`config.mk`:
```
export PLATFORM = sky130hd
export DESIGN_NAME = bus_mode_cfg
export DESIGN_NICKNAME = d
export VERILOG_FILES = /design/src/rtl/bus_mode_cfg.sv
export SDC_FILE = /design/constraint.sdc
export NUM_CORES = 1
export LEC_CHECK = 0
export ABC_AREA = 1
export BUFFER_PORTS_ARGS = -buffer_cell sky130_fd_sc_hd__buf_4
export CAP_MARGIN = 20
export CORE_UTILIZATION = 29
export DETAILED_ROUTE_END_ITERATION = 10
export PLACE_DENSITY = 0.84
export SETUP_SLACK_MARGIN = 0.3
export SLEW_MARGIN = 20
export SYNTH_ARGS = -nofsm -noshare
export SYNTH_HDL_FRONTEND = slang
export SYNTH_SLANG_ARGS = --single-unit
```
`constraint.sdc`:
```
create_clock -name clk -period 1.3 [get_ports clk]
set_clock_uncertainty 0.1 [all_clocks]
set_input_delay 0.13 -clock clk [delete_from_list [all_inputs] [get_ports clk]]
set_output_delay 0.13 -clock clk [all_outputs]
set_load 0.01 [all_outputs]
```
`src/rtl/bus_mode_cfg.sv`:
```
module bus_mode_cfg #(
  parameter int OFS_W    = 5,
  parameter int MODE_OFS = 16,
  parameter int CFG_OFS  = 18
) (
  input  logic             clk,
  input  logic             hrst_n,
  input  logic             soft_rst,
  input  logic             stop_cmd,
  input  logic             burst_permit,
  input  logic             io_wr,
  input  logic             io_rd,
  input  logic [OFS_W-1:0] io_ofs,
  input  logic [3:0]       io_be,
  input  logic [31:0]      io_wdata,
  output logic [31:0]      rd_data,
  output logic             dword_mode,
  output logic             burst_rd_en,
  output logic             burst_wr_en
);
  localparam logic [OFS_W-1:0] ModeAddr = OFS_W'(MODE_OFS);
  localparam logic [OFS_W-1:0] CfgAddr  = OFS_W'(CFG_OFS);

  logic permit_s1, permit_s2;
  logic mode_q, brd_q, bwr_q;

  wire mode_hit = io_wr && (io_ofs == ModeAddr) && (io_be == 4'hF);
  wire cfg_wr   = io_wr && (io_ofs == CfgAddr) && io_be[0];
  wire cfg_rd   = io_rd && (io_ofs == CfgAddr);

  always_ff @(posedge clk or negedge hrst_n)
    if (!hrst_n) {permit_s1, permit_s2} <= 2'b00;
    else         {permit_s1, permit_s2} <= {burst_permit, permit_s1};

  always_ff @(posedge clk or negedge hrst_n)
    if (!hrst_n)       mode_q <= 1'b0;
    else if (mode_hit) mode_q <= 1'b1;

  always_ff @(posedge clk or negedge hrst_n)
    if (!hrst_n)         {brd_q, bwr_q} <= 2'b00;
    else if (!permit_s2) {brd_q, bwr_q} <= 2'b00;
    else if (cfg_wr)     {brd_q, bwr_q} <= io_wdata[6:5];

  wire [15:0] word = {7'd0, 1'b1, mode_q, brd_q, bwr_q, 5'd0};

  assign rd_data     = cfg_rd ? {16'd0, word} : 32'd0;
  assign dword_mode  = mode_q;
  assign burst_rd_en = brd_q;
  assign burst_wr_en = bwr_q;

  p_marker_r1: assert property (@(posedge clk) disable iff (!hrst_n)
    cfg_rd |-> rd_data[8]);

  p_mode_cause_r2: assert property (@(posedge clk) disable iff (!hrst_n)
    $rose(dword_mode) |-> $past(io_wr && io_ofs == ModeAddr && io_be == 4'hF));

  p_mode_sticky_r5: assert property (@(posedge clk) disable iff (!hrst_n)
    dword_mode |=> dword_mode);

  p_burst_forced_r8: assert property (@(posedge clk) disable iff (!hrst_n)
    !permit_s2 |=> !burst_rd_en && !burst_wr_en);

  p_soft_keep_r7: assert property (@(posedge clk) disable iff (!hrst_n)
    (soft_rst || stop_cmd) && !io_wr && permit_s2
      |=> $stable({burst_rd_en, burst_wr_en}));

  p_upper_zero_r9: assert property (@(posedge clk) disable iff (!hrst_n)
    rd_data[31:16] == 16'd0);
endmodule

```
==> metrics.txt, run 1 <==
status finished clean; # clock sinks 5; pwr dens 650 mW/mm²; clk slew on worst S/H paths 0.04 ns; clock latency on the worst-skew pair 0.24 ns; share of post-route cells with drive strength above 1 43.6%; # Max-Cap Violations 0; largest net degree at the start of global routing 6; Worst Path Max Fanout 3; worst ir drop on vdd 0.000387 V; Slew Limit Fails 0; Placeable Area 0.00154 mm²; Avg WL per Cell 8.23 µm; vias in the first global route 388; IO Pins 83; Root Driver clkbuf_4; Die W 43.2 µm; Synth Area in Adders 0%; Starting Density 31.9%; first-pass GRT wire length 1410 µm; Synth Area in Simple Gates 23.2%; worst path required time 1.07 ns; flop-to-flop setup slack 0.42 ns; sequential area share after synthesis 25.4%; Worst Reg2Reg Path Length in Cells 3; GP Congestion 0.662; HP Class input port to flop; Max Freq 0.914 GHz; Die Y 43.2 µm; crit path capture type output pin; Reg2Reg Launch Point burst_wr_en; drt total wl 905 µm; Final setup viols 0; nets 143; largest family of logic cells by synthesized area buffers and inverters; overall power 0.453 mW; clk buf depth 2; gr usage total 10.5%; CTS tree yes; CP arrival 0.86 ns; H-tree depth 1; synth unique cells 13; mean post-synth cell area 7.68 µm²; synthesized flop and latch total 5; total number of vias 407; DP HPWL 752 µm; port bufs 22; initial DRC count 0; Die Area 0.00186 mm²; Num CTS Buffers 3; Cell Rows 14; Synth warnings 0; Worst Setup SP burst_wr_en; post-synthesis instance total 64; CP startpoint kind flop; end of the worst register-to-register path burst_wr_en; XOR/XNOR Fraction of Synth Area 0%; ant diodes 0; fill count 163; final hold vios 0; mux cell area share after synthesis 0%; antenna violations before repair 0; area delta synth->final 41.7%; Tcrit/Tclk final 84.1%; drt drc 0; Compound-Gate Fraction of Synth Area 1.02%; DRT antenna net count 0; vias per cell 3.70; Final TNS setup 0 ns; leakage 0.399 nW; Remaining Overflow, GRT 0; Final min period 1.09 ns; TritonRoute pass-1 iters 1; critical path class flop to output pin; Post-Syn Area 492 µm²; RSZ-0062 raised after global routing true; worst setup path end rd_data[5]
[synthesized netlist by cell type]
library cell | number | area (µm²)
buf_4 | 29 | 218
inv_1 | 7 | 26.3
dfrtp_1 | 5 | 125
nand2_1 | 5 | 18.8
nor2_1 | 4 | 15.0
nand4_1 | 3 | 18.8
nand2_2 | 2 | 12.5
nand3_1 | 2 | 10.0
nand3b_1 | 2 | 15.0
nor2_2 | 2 | 12.5
conb_1 | 1 | 3.75
nor2_4 | 1 | 11.3
o21ai_0 | 1 | 5.00
[layout by cell type, fill, tap and decap left out, types with 2 or more instances in the layout]
| cell type | count |
|---|---|
| buf_4 | 19 |
| buf_6 | 6 |
| clkbuf_4 | 3 |
| conb_1 | 28 |
| dfrtp_1 | 5 |
| dlygate4sd3_1 | 2 |
| inv_1 | 3 |
| inv_2 | 3 |
| nand2_1 | 5 |
| nand3_1 | 2 |
| nand3b_1 | 2 |
| nand4_1 | 3 |
| nor2_2 | 2 |
| nor2_4 | 4 |
[per-stage QoR]
| stage | std cells | util [%] | hold WS [ns] | instance area, µm² | setup WS (ns) |
|---|---|---|---|---|---|
| global route | 110 | 45.2 | 0.108 | 697 | 0.164 |
| detailed placement | 100 | 36.4 | -0.166 | 561 | 0.133 |
| floorplan | 91 | - | -0.266 | 593 | 0.401 |
| finish | 110 | 45.2 | 0.0964 | 697 | 0.206 |
| CTS | 109 | 42.6 | 0.0941 | 657 | 0.194 |
| global placement | 100 | 36.4 | -0.169 | 561 | 0.174 |
[cell type report]
| cell class | count | area, µm² | area share [%] |
|---|---|---|---|
| well taps | 16 | 20.0 | 2.87 |
| repair buffers | 28 | 245 | 35.2 |
| flip-flops and latches | 5 | 125 | 18.0 |
| multi-input cells | 50 | 251 | 36.1 |
| inverters | 7 | 28.8 | 4.13 |
| clock buffers | 4 | 26.3 | 3.77 |
[what timing repair did]
action,4_1_cts,5_1_grt
resized for setup,8,12
hold buffers,2,0
gates cloned,0,0
endpoints found under the hold margin,6,0
pin swaps,6,5
setup endpoints to repair,6,7
buffers inserted,3,1
[state kept, by name, indices dropped and copies added (netlist names)]
| register | count |
|---|---|
| burst_wr_en | 1 |
| dword_mode | 1 |
| permit_s2 | 1 |
| burst_rd_en | 1 |
| permit_s1 | 1 |
[how the worst min path moves through the flow]
| stage | startpoint | endpoint | slack, ns | cells past startpoint |
|---|---|---|---|---|
| after detailed placement | hrst_n | permit_s1 | -0.17 | 1 |
| final | io_be[0] | dword_mode | 0.1 | 3 |
| after floorplan | hrst_n | burst_rd_en | -0.27 | 0 |
| after CTS | io_be[0] | dword_mode | 0.09 | 3 |
| after global placement | hrst_n | permit_s1 | -0.17 | 1 |
| after global routing | io_be[0] | dword_mode | 0.11 | 3 |
[layer usage]
metal | wire (µm) | global-route usage [%] | up-vias
met5 | 0 | 0 | -
met4 | 0 | 6.06 | 0
met3 | 58 | 2.98 | 0
met2 | 581 | 22.1 | 25
met1 | 266 | 7.57 | 183
li1 | - | - | 199
[logic make-up (layout without fill, tap and decap cells)]
kind of cell,count (synthesis),count (layout)
buffers and inverters,36,39
AND/OR/NAND/NOR,21,21
flip-flops,5,5
other,1,28
AO/OA/AOI/OAI,1,1
[worst max-delay path: stages, from the launching register on]
cell and delay, ns:
dfrtp_1 0.40, inv_2 0.06, nor2_2 0.03, buf_4 0.13
[where the power goes]
group	switching (mW)	leakage [nW]	internal (mW)	total, mW
clock	0.0596	0.0150	0.116	0.175
sequential	0.00195	0.0600	0.160	0.162
combinational	0.0644	0.324	0.0515	0.116
total	0.126	0.399	0.327	0.453
Note: power is estimated with default switching activity, not from simulation.
==> run 2, diff against run 1 <==
ABC_AREA = 0   (was 1)
CORE_UTILIZATION = 23   (was 29)
PLACE_DENSITY = 0.74   (was 0.84)
clock period = 0.9 ns   (was 1.3 ns; I/O delays follow)
==> run 2 against run 1 <==
Register-to-register slack lost 0.37 ns. The run now ends with hold timing, setup timing left. Cell count is 5.5% lower. Non-clock buffer count is the same. Final area down 3.2%. Total power increased by 42%.
==> metrics.txt, run 2 <==
Post-synth top cells 29 x buf_4, 5 x dfrtp_1, 4 x nand2_1; Main synth FF type dfrtp_1; DP HPWL 770 µm; Synth warnings 0; nets 128; clock latency on the worst-skew pair 0.23 ns; worst ir drop on vdd 0.000548 V; CP startpoint kind input port; Tcrit/Tclk final 128%; DRT antenna net count 0; Cell Rows 15; Worst Path Max Fanout 4; EDFF count, synth 0; commonest non-fill, non-tap cell in the layout conb_1; hold buffers post-CTS 1; most frequent cells in the layout 28 x conb_1, 15 x buf_4, 12 x buf_6; vias per cell 3.37; post-synth top area share 46.9%; first-pass GRT wire length 1310 µm; vias in the first global route 330; gr usage total 8.95%; HP Class input port to flop; clk slew on worst S/H paths 0.04 ns; Placeable Area 0.00180 mm²; Yosys top cell by area buf_4; # clock sinks 5; share of post-route cells with drive strength above 1 46.8%; main area contributors after synthesis buf_4 47%, dfrtp_1 27%, nor4b_4 5.1%; CP arrival 0.96 ns; Final setup viols 9; Num CTS Buffers 3; Remaining Overflow, GRT 0; dpl cell area 567 µm²; area delta synth->final 45.3%; Root Driver clkbuf_4; mean post-synth cell area 9.47 µm²; Final Util 37.4%; Avg WL per Cell 8.67 µm; GR Util met2 16.1%; sequential area share after synthesis 27.0%; TritonRoute pass-1 iters 2; final hold vios 1; Post-Syn Area 464 µm²; total number of vias 350; synth unique cells 11; Slew Limit Fails 0; failing checks hold timing, setup timing; synthesized flop and latch total 5; Async S/R FF share, synth 100%; critical path class input port to output pin; leakage 0.374 nW; met3 Resource Use GR 3.85%; Finished Cell Area 674 µm²; top-count cell post-synth buf_4; GP Congestion 0.639; clk buf depth 2; H-tree depth 1; initial DRC count 6; GR Util met1 9.81%; post-synthesis instance total 49; Final min period 1.15 ns; antenna violations before repair 0; port bufs 22; Fin Hold WS -0.139 ns; Die Y 46.9 µm; Starting Density 25.8%; drt drc 0; crit path capture type output pin; CTS tree yes; Die Area 0.00220 mm²; IO Pins 83; GR peak layer met2; Die W 46.9 µm; RSZ-0062 raised after global routing true; drt total wl 902 µm; pwr dens 951 mW/mm²; status finished, violations left; worst path required time 0.71 ns; # Max-Cap Violations 0; Final WS setup -0.254 ns; largest net degree at the start of global routing 6; Max Freq 0.867 GHz; ant diodes 0
## run 2: cell count changes after synthesis, sizes merged, moves of 2 or more
| cell | previous run | this run |
|---|---|---|
| nor2 | 7 | 0 |
| nand3 | 2 | 0 |
| mux2i | 0 | 2 |
| nand2 | 7 | 4 |
| and2 | 0 | 3 |
| inv | 7 | 0 |
| nand3b | 2 | 0 |
| nand4 | 3 | 0 |
## run 2: critical path: stages
cell	delay [ns]
buf_6	0.10
nor4b_4	0.29
and3_4	0.26
and2_4	0.14
buf_6	0.09
## run 2: layout make-up
class	count	area, µm²
fillers	193	1130
flip-flops and latches	5	125
multi-input cells	42	234
clock buffers	4	26.3
well taps	25	31.3
repair buffers	28	258
## run 2: logic make-up after synthesis
group           after synthesis  synth area share [%]
simple gates                 11                  18.6
mux                           2                  4.31
compound gates                1                  2.43
buf+inv                      29                  46.9
flops                         5                  27.0
other cells                   1                 0.808
## run 2: per-stage QoR
step	instances	setup slack [ns]	power (mW)	TNS, ns
after floorplan	76	-0.0620	0.394	-0.262
after global placement	97	-0.298	0.370	-1.59
after detailed placement	97	-0.312	0.373	-1.79
after CTS	103	-0.249	0.648	-1.49
after global routing	104	-0.306	0.697	-2.05
final	104	-0.254	0.642	-1.60
## run 2: routing by layer
| metal | vias up | part of all wire (%) |
|---|---|---|
| met2 | 38 | 47 |
| met1 | 152 | 39 |
| li1 | 160 | - |
| met3 | 0 | 14 |
| met5 | - | 0 |
| met4 | 0 | 0 |
## run 2: worst paths after layout
kind | startpoint | endpoint | slack, ns | cells past startpoint
min in group asynchronous | hrst_n | burst_wr_en | 0.09 | 2
min | burst_permit | permit_s1 | -0.14 | 1
min reg2reg | permit_s1 | permit_s2 | 0.25 | 0
max | io_ofs[0] | rd_data[5] | -0.25 | 5
max in group asynchronous | hrst_n | permit_s1 | 0.50 | 2
max reg2reg | dword_mode | dword_mode | 0.05 | 1
## run 2: timing repair
action	4_1_cts	5_1_grt
hold endpoints to repair	6	1
endpoints found under the setup margin	10	10
setup buffers	1	1
gates resized for setup	15	1
pin swaps	5	1
## run 2: power by group
group / switching [mW] / internal (mW)
Sequential: 0.00523 / 0.233
Clock: 0.0875 / 0.167
Combinational: 0.0812 / 0.0676
